File: config.mk
export PLATFORM = sky130hd
export DESIGN_NAME = f2x_conv
export DESIGN_NICKNAME = d
export VERILOG_FILES = /design/src/rtl/f2x_pkg.sv /design/src/rtl/f2x_unpack.sv /design/src/rtl/f2x_round.sv /design/src/rtl/f2x_pack.sv /design/src/rtl/f2x_conv.sv
export SDC_FILE = /design/constraint.sdc
export NUM_CORES = 1
export LEC_CHECK = 0
export BUFFER_PORTS_ARGS = -buffer_cell sky130_fd_sc_hd__buf_4
export CORE_MARGIN = 5
export CORE_UTILIZATION = 60
export DETAILED_ROUTE_END_ITERATION = 12
export GPL_ROUTABILITY_DRIVEN = 0
export PLACE_DENSITY = 0.87
export RECOVER_POWER = 50
export SYNTH_ARGS = -nofsm -noshare
export SYNTH_HDL_FRONTEND = slang
export SYNTH_SLANG_ARGS = --single-unit
File: constraint.sdc
create_clock -name clk_i -period 1.7 [get_ports clk_i]
set_input_delay 0.34 -clock clk_i [delete_from_list [all_inputs] [get_ports clk_i]]
set_output_delay 0.34 -clock clk_i [all_outputs]
set_load 0.05 [all_outputs]
File: src/rtl/f2x_pkg.sv
package f2x_pkg;
  localparam int IN_EXP_W   = 8;
  localparam int IN_FRAC_W  = 23;
  localparam int OUT_MAN_W  = 24;
  localparam int OUT_EXP_W  = 14;
  localparam int OUT_WORD_W = 24;
  localparam int OUT_BIAS   = 8191;

  typedef enum logic [1:0] {
    CLS_ZERO    = 2'd0,
    CLS_NORM    = 2'd1,
    CLS_SPECIAL = 2'd2
  } cls_e;
endpackage

File: src/rtl/f2x_unpack.sv
module f2x_unpack
  import f2x_pkg::*;
#(
  parameter int EXP_W  = IN_EXP_W,
  parameter int FRAC_W = IN_FRAC_W,
  parameter int XW     = OUT_EXP_W,
  parameter int BIAS   = OUT_BIAS,
  localparam int IN_W  = 1 + EXP_W + FRAC_W,
  localparam int SIG_W = FRAC_W + 1
) (
  input  logic [IN_W-1:0]  word_i,
  output logic             sign_o,
  output cls_e             cls_o,
  output logic [SIG_W-1:0] sig_o,
  output logic [XW-1:0]    exp_o
);
  localparam int IN_BIAS = (1 << (EXP_W - 1)) - 1;
  // 1.f * 2^(E-ib) == 0.1f * 2^(E-ib+1)
  localparam logic [XW-1:0] OFFS = XW'(BIAS - IN_BIAS + 1);

  logic [EXP_W-1:0]  e_raw;
  logic [FRAC_W-1:0] f_raw;

  always_comb begin
    sign_o = word_i[IN_W-1];
    e_raw  = word_i[IN_W-2:FRAC_W];
    f_raw  = word_i[FRAC_W-1:0];
    sig_o  = {1'b1, f_raw};
    exp_o  = {{(XW-EXP_W){1'b0}}, e_raw} + OFFS;
    if (e_raw == '0)      cls_o = CLS_ZERO;
    else if (&e_raw)      cls_o = CLS_SPECIAL;
    else                  cls_o = CLS_NORM;
  end
endmodule

File: src/rtl/f2x_round.sv
module f2x_round #(
  parameter int SIG_W = 24,
  parameter int MAG_W = 23,
  parameter int XW    = 14,
  localparam int DROP = SIG_W - MAG_W
) (
  input  logic [SIG_W-1:0] sig_i,
  input  logic [XW-1:0]    exp_i,
  output logic [MAG_W-1:0] mag_o,
  output logic [XW-1:0]    exp_o
);
  logic [MAG_W-1:0] kept;
  logic [DROP-1:0]  dropped;
  logic [DROP-1:0]  half;
  logic             rnd_up;
  logic [MAG_W:0]   sum;

  always_comb begin
    kept          = sig_i[SIG_W-1:DROP];
    dropped       = sig_i[DROP-1:0];
    half          = '0;
    half[DROP-1]  = 1'b1;
    rnd_up        = (dropped > half) || ((dropped == half) && kept[0]);
    sum           = {1'b0, kept} + {{MAG_W{1'b0}}, rnd_up};
    if (sum[MAG_W]) begin
      // carry to 1.0: renormalize to 0.5 with one more exponent step
      mag_o          = '0;
      mag_o[MAG_W-1] = 1'b1;
      exp_o          = exp_i + XW'(1);
    end else begin
      mag_o = sum[MAG_W-1:0];
      exp_o = exp_i;
    end
  end
endmodule

File: src/rtl/f2x_pack.sv
module f2x_pack
  import f2x_pkg::*;
#(
  parameter int MAN_W  = OUT_MAN_W,
  parameter int XW     = OUT_EXP_W,
  parameter int WORD_W = OUT_WORD_W,
  localparam int MAG_W = MAN_W - 1
) (
  input  logic              sign_i,
  input  cls_e              cls_i,
  input  logic [MAG_W-1:0]  mag_i,
  input  logic [XW-1:0]     exp_i,
  output logic [MAN_W-1:0]  man_o,
  output logic [WORD_W-1:0] exp_o,
  output logic              exc_o
);
  logic [MAG_W-1:0] half_mag;
  logic [MAN_W-1:0] neg_one;
  logic [XW-1:0]    e_sel;

  always_comb begin
    half_mag            = '0;
    half_mag[MAG_W-1]   = 1'b1;
    neg_one             = '0;
    neg_one[MAN_W-1]    = 1'b1;
    man_o = '0;
    e_sel = '0;
    exc_o = 1'b0;
    unique case (cls_i)
      CLS_SPECIAL: begin
        man_o = sign_i ? neg_one : {1'b0, {MAG_W{1'b1}}};
        e_sel = '1;
        exc_o = 1'b1;
      end
      CLS_NORM: begin
        if (!sign_i) begin
          man_o = {1'b0, mag_i};
          e_sel = exp_i;
        end else if (mag_i == half_mag) begin
          // -0.5 is not normalized; -1.0 at one lower exponent is
          man_o = neg_one;
          e_sel = exp_i - XW'(1);
        end else begin
          man_o = -{1'b0, mag_i};
          e_sel = exp_i;
        end
      end
      default: begin
        man_o = '0;
        e_sel = '0;
      end
    endcase
    exp_o = {{(WORD_W-XW){1'b0}}, e_sel};
  end
endmodule

File: src/rtl/f2x_conv.sv
module f2x_conv
  import f2x_pkg::*;
#(
  parameter int EXP_W  = IN_EXP_W,
  parameter int FRAC_W = IN_FRAC_W,
  parameter int MAN_W  = OUT_MAN_W,
  parameter int XW     = OUT_EXP_W,
  parameter int WORD_W = OUT_WORD_W,
  parameter int BIAS   = OUT_BIAS,
  localparam int IN_W  = 1 + EXP_W + FRAC_W,
  localparam int SIG_W = FRAC_W + 1,
  localparam int MAG_W = MAN_W - 1
) (
  input  logic              clk_i,
  input  logic              rst_ni,
  input  logic              valid_i,
  input  logic [IN_W-1:0]   data_i,
  output logic              done_o,
  output logic [MAN_W-1:0]  man_o,
  output logic [WORD_W-1:0] exp_o,
  output logic              exc_o
);
  logic             sign;
  cls_e             cls;
  logic [SIG_W-1:0] sig;
  logic [XW-1:0]    exp_raw;
  logic [MAG_W-1:0] mag;
  logic [XW-1:0]    exp_rnd;
  logic [MAN_W-1:0]  man_d;
  logic [WORD_W-1:0] exp_d;
  logic              exc_d;

  f2x_unpack #(.EXP_W(EXP_W), .FRAC_W(FRAC_W), .XW(XW), .BIAS(BIAS)) u_unpack (
    .word_i(data_i), .sign_o(sign), .cls_o(cls), .sig_o(sig), .exp_o(exp_raw)
  );

  f2x_round #(.SIG_W(SIG_W), .MAG_W(MAG_W), .XW(XW)) u_round (
    .sig_i(sig), .exp_i(exp_raw), .mag_o(mag), .exp_o(exp_rnd)
  );

  f2x_pack #(.MAN_W(MAN_W), .XW(XW), .WORD_W(WORD_W)) u_pack (
    .sign_i(sign), .cls_i(cls), .mag_i(mag), .exp_i(exp_rnd),
    .man_o(man_d), .exp_o(exp_d), .exc_o(exc_d)
  );

  always_ff @(posedge clk_i or negedge rst_ni) begin
    if (!rst_ni) begin
      done_o <= 1'b0;
      man_o  <= '0;
      exp_o  <= '0;
      exc_o  <= 1'b0;
    end else begin
      done_o <= valid_i;
      if (valid_i) begin
        man_o <= man_d;
        exp_o <= exp_d;
        exc_o <= exc_d;
      end
    end
  end

  p_done_after_valid_r8: assert property (@(posedge clk_i) disable iff (!rst_ni)
    valid_i |=> done_o);
  p_done_needs_valid_r8: assert property (@(posedge clk_i) disable iff (!rst_ni)
    done_o |-> $past(valid_i));
  p_hold_when_idle_r8: assert property (@(posedge clk_i) disable iff (!rst_ni)
    !valid_i |=> ($stable(man_o) && $stable(exp_o) && $stable(exc_o)));
  p_exp_upper_zero_r7: assert property (@(posedge clk_i) disable iff (!rst_ni)
    exp_o[WORD_W-1:XW] == '0);
  p_man_legal_r7: assert property (@(posedge clk_i) disable iff (!rst_ni)
    (man_o == '0) || (man_o[MAN_W-1] != man_o[MAN_W-2]));
  p_zero_pair_r5: assert property (@(posedge clk_i) disable iff (!rst_ni)
    (man_o == '0) |-> (exp_o == '0 && !exc_o));
  p_exc_saturates_r6: assert property (@(posedge clk_i) disable iff (!rst_ni)
    exc_o |-> (&exp_o[XW-1:0]));
endmodule

==> results of run 1 <==
## synthesized netlist by cell type, types with 3 or more instances
| cell type | n |
|---|---|
| buf_4 | 13 |
| nand2_1 | 37 |
| o31ai_1 | 4 |
| buf_2 | 12 |
| ha_1 | 6 |
| dfrtp_1 | 40 |
| nor2b_1 | 8 |
| nor3_1 | 16 |
| o21ai_0 | 21 |
| a21o_1 | 5 |
| clkbuf_1 | 15 |
| inv_1 | 12 |
| nor2_1 | 55 |
| o21ai_1 | 4 |
| nand2b_1 | 4 |
| nand3_1 | 17 |
| a21oi_1 | 37 |
| a21boi_0 | 6 |
| or3_1 | 3 |
| nand4_1 | 12 |
| a211oi_1 | 3 |
| o22ai_1 | 9 |
| or4_1 | 3 |
| and3_1 | 11 |
| o2111ai_1 | 5 |
| a31oi_1 | 3 |
| and4_1 | 5 |
| nor4_1 | 6 |
| xnor2_1 | 32 |
| xor2_1 | 16 |
| nor3b_1 | 5 |
| o2bb2ai_1 | 3 |
## kinds of logic after synthesis
kind of cell / after synthesis / synth area share, %
AO/OA/AOI/OAI: 125 / 23.0
XOR/XNOR: 49 / 11.6
adder cells (fa/ha/maj): 6 / 1.99
buffers and inverters: 52 / 6.87
flip-flops: 40 / 26.6
multiplexers: 3 / 0.830
other: 1 / 0.0995
AND/OR/NAND/NOR: 202 / 29.1
## stage by stage
step                setup slack (ps)  instances  instance area [µm²]  utilization (%)  hold slack (ps)
floorplan                      -1070        487                 4040                -             44.4
global placement               -1180        747                 5580             92.6              326
detailed placement             -1500        747                 5580             92.6              338
==> impl_metrics.env, run 1 <==
export IMPL_ys_flop_type="dfrtp_1"
export IMPL_cts_repair_resized=88
export IMPL_die_h_um=89.3
export IMPL_synth_top_area_share_pct=26.6
export IMPL_yosysTopAreaCell="dfrtp_1"
export IMPL_synthCells=478
export IMPL_yosysWarnings=0
export IMPL_die_w_um=89.3
export IMPL_rows=28
export IMPL_synthDistinctLibCells=73
export IMPL_ys_seq_elements=40
export IMPL_hpwl_mm=11.8
export IMPL_status="stopped before the end"
export IMPL_port_buffers=74
export IMPL_netlist_area_um2=3770
export IMPL_clockRootBuffer="clkbuf_8"
export IMPL_cts_buffers=5
export IMPL_async_reset_ff_share_pct=100
export IMPL_yosysSeqAreaShare_pct=26.6
export IMPL_lastStage="clock tree synthesis"
export IMPL_stop_error="[ERROR DPL-0038] Utilization greater than 100%, impossible to legalize"
export IMPL_synth_edf_count=0
export IMPL_floorplan_initialDensity_pct=62.6
export IMPL_htree_levels=2
export IMPL_synth_area_leaders="dfrtp_1 (27%), xnor2_1 (7.4%), nor2_1 (5.5%), a21oi_1 (4.9%), xor2_1 (3.7%)"
export IMPL_cts_setup_buffers=17
export IMPL_clock_sinks=40
export IMPL_cts_buffer_depth=2
export IMPL_avgSynthCellArea_um2=7.89
export IMPL_ioPinCount=85
export IMPL_cts_hold_buf=0
==> run 2, diff against run 1 <==
CORE_UTILIZATION = 40   (was 60)
PLACE_DENSITY = not set   (was 0.87)
PLACE_DENSITY_LB_ADDON = 0.15   (was not set)
==> impl_metrics.env, run 2 <==
export IMPL_status="finished with violations"
export IMPL_violations="negative setup slack"
export IMPL_clkTransAtPathRegs_ps=80
export IMPL_port_buffers=74
export IMPL_hpwl_mm=9.50
export IMPL_die_w_um=107
export IMPL_cts_hold_buf=0
export IMPL_p_seq_share_pct=34.3
export IMPL_synth_edf_count=0
export IMPL_avgSynthCellArea_um2=7.89
export IMPL_wl_per_cell_um=15.0
export IMPL_synthToLayoutAreaGrowth_pct=65.0
export IMPL_fin_ws_ps=-849
export IMPL_required_ps=1880
export IMPL_whs_ps=191
export IMPL_ys_seq_elements=40
export IMPL_final_common_cell="buf_4"
export IMPL_slowest_delay_ps=530
export IMPL_maxCapViolCount=0
export IMPL_synthDistinctLibCells=73
export IMPL_grt_pass1_wl_mm=20.4
export IMPL_placed_cells=784
export IMPL_die_h_um=107
export IMPL_grtUsageTotal_pct=21.5
export IMPL_critical_path_top_delay_family="simple AND/OR/NAND/NOR gates"
export IMPL_largest_reg_flops=24
export IMPL_power_total_mw=3.28
export IMPL_fill_cells=751
export IMPL_n_antenna_cell=0
export IMPL_floorplan_initialDensity_pct=41.0
export IMPL_yosysMostFrequentCell="nor2_1"
export IMPL_hold_path_class="primary input to async pin"
export IMPL_grt_pass1_vias=4252
export IMPL_seq_area_um2=1000
export IMPL_post_route_period_util_pct=150
export IMPL_synthCells=478
export IMPL_crit_path_start="data_i[0]"
export IMPL_synth_common_cells="nor2_1 (55), dfrtp_1 (40), a21oi_1 (37), nand2_1 (37), xnor2_1 (32)"
export IMPL_p_comb_share_pct=47.6
export IMPL_post_dp_cell_area_um2=5620
export IMPL_cts_tree="done"
export IMPL_slowest_stage="or4_4"
export IMPL_async_reset_ff_share_pct=100
export IMPL_final_core_util_pct=67.6
export IMPL_r2r_start="exp_o[7]$_DFFE_PN0P_"
export IMPL_fin_cells=814
export IMPL_vias=4348
export IMPL_clockRootBuffer="clkbuf_8"
export IMPL_htree_levels=2
export IMPL_ir_drop_v=0.000377
export IMPL_relSlewSlack_pct=35.3
export IMPL_worstSetupEndpointType="flip-flop"
export IMPL_drive_gt1_share_pct=48.5
export IMPL_yosysTopAreaCell="dfrtp_1"
export IMPL_grt_max_degree=41
export IMPL_stdcell_area_um2=6220
export IMPL_path_cells="buf_8 -> and2_4 -> ha_4 -> and3_4 -> nand4_4 -> o21ai_2 -> nand4_1 -> a211o_4 -> or4_4 -> nor3_4 -> nor3b_1 -> nand3b_1"
export IMPL_wl_mm=12.2
export IMPL_drc=0
export IMPL_multi_input_area_um2=2980
export IMPL_finalClockSkew_ps=0
export IMPL_clk_latency_ps=280
export IMPL_core_area_um2=9200
export IMPL_die_area_um2=11500
export IMPL_top_regs="man_o: 24 flops, exp_o: 14 flops"
export IMPL_critPathBufInv=1
export IMPL_netlist_area_um2=3770
export IMPL_drt_iter0_drc=173
export IMPL_drtPass1Iterations=4
export IMPL_rows=35
export IMPL_yosysWarnings=0
export IMPL_fmax_mhz=392
export IMPL_p_leak_nw=2.78
export IMPL_clock_sinks=40
export IMPL_cts_buffers=5
export IMPL_start_kind="primary input"
export IMPL_rsz0062_at_grt="true"
export IMPL_ys_flop_type="dfrtp_1"
export IMPL_cts_buffer_depth=2
export IMPL_slew_violations=0
export IMPL_worstSetupPathType="primary input to flip-flop"
export IMPL_p_int_mw=1.95
export IMPL_grt_overflow=0
export IMPL_fin_nets=744
export IMPL_top_register="man_o"
export IMPL_antenna_left=0
export IMPL_pwr_density_cell_nw_per_um2=527
export IMPL_clockPowerShare_pct=18.1
export IMPL_ioPinCount=85
export IMPL_mostFrequentLayoutCells="buf_4 (224), nor2_1 (54), dfrtp_1 (40), nand2_1 (32), xnor2_1 (29)"
export IMPL_swShare_pct=40.6
export IMPL_period_needed_ps=2550
export IMPL_cp_max_fo=7
export IMPL_yosysSeqAreaShare_pct=26.6
export IMPL_worst_slew_pin_slew_ps=970
export IMPL_grt_antenna_before_repair=0
export IMPL_hold_viol=0
export IMPL_cp_arrival_ps=2720
export IMPL_synth_area_leaders="dfrtp_1 (27%), xnor2_1 (7.4%), nor2_1 (5.5%), a21oi_1 (4.9%), xor2_1 (3.7%)"
export IMPL_avgViaCountPerCell=5.34
export IMPL_synth_top_area_share_pct=26.6
export IMPL_setup_viol=37
export IMPL_switching_power_mw=1.33
-- run 2: cell counts after synthesis --
No cell type changed its count.
-- run 2: per-stage QoR --
step	setup TNS, ps	setup WS (ps)
6_report	-29160	-849
5_1_grt	-34150	-982
4_1_cts	-28080	-838
3_5_place_dp	-44310	-1320
3_3_place_gp	-41670	-1200
2_1_floorplan	-36660	-1070
-- run 2: power groups by stage --
stage / clock network, mW / logic [mW] / registers, mW
6_report: 0.592 / 1.56 / 1.13
5_1_grt: 0.648 / 1.67 / 1.14
3_5_place_dp: 0 / 1.49 / 1.14
4_1_cts: 0.606 / 1.54 / 1.12
2_1_floorplan: 0 / 0.550 / 1.51
3_3_place_gp: 0 / 1.47 / 1.14
-- run 2: final timing paths --
path / to / slack (ps) / cells after the start
setup / recovery: exp_o[4]$_DFFE_PN0P_ / -850 / 12
hold / removal: exp_o[5]$_DFFE_PN0P_ / 190 / 1
setup reg to reg: exp_o[7]$_DFFE_PN0P_ / 770 / 1
hold reg to reg: exp_o[3]$_DFFE_PN0P_ / 480 / 1
max in group asynchronous: man_o[4]$_DFFE_PN0P_ / 900 / 1
min in group clk_i: done_o$_DFF_PN0_ / 400 / 1
-- run 2: metal layers --
| layer | vias up | part of all wire (%) | track usage (%) |
|---|---|---|---|
| met3 | 16 | 4.8 | 2.05 |
| met5 | - | 0 | 0 |
| met2 | 108 | 48 | 35.5 |
| met4 | 0 | 1.3 | 5.57 |
| met1 | 2058 | 46 | 30.1 |
| li1 | 2166 | - | - |
-- run 2: area by class of cell --
type,count,area share [%]
repair buffers,249,31.8
inverters,12,0.724
clock buffers,6,1.17
flip-flops and latches,40,16.1
multi-input cells,395,47.9
clock inverters,1,0.0805
well taps,111,2.23
-- run 2: repair_timing --
action,in CTS,in global routing
resized for setup,58,18
buffers inserted,22,1
cloned,0,0
endpoints found under the hold margin,0,0
pin swaps,29,13
setup endpoints to repair,38,37
-- run 2: cell families (layout without fill, tap and decap cells) --
family / after synthesis / after routing / synth area share [%]
multiplexers: 3 / 3 / 0.830
AND/OR/NAND/NOR: 202 / 202 / 29.1
flip-flops: 40 / 40 / 26.6
XOR/XNOR: 49 / 49 / 11.6
adder cells (fa/ha/maj): 6 / 6 / 1.99
other: 1 / 10 / 0.0995
buffers and inverters: 52 / 268 / 6.87
AO/OA/AOI/OAI: 125 / 125 / 23.0
Note: power is estimated with default switching activity, not from simulation.
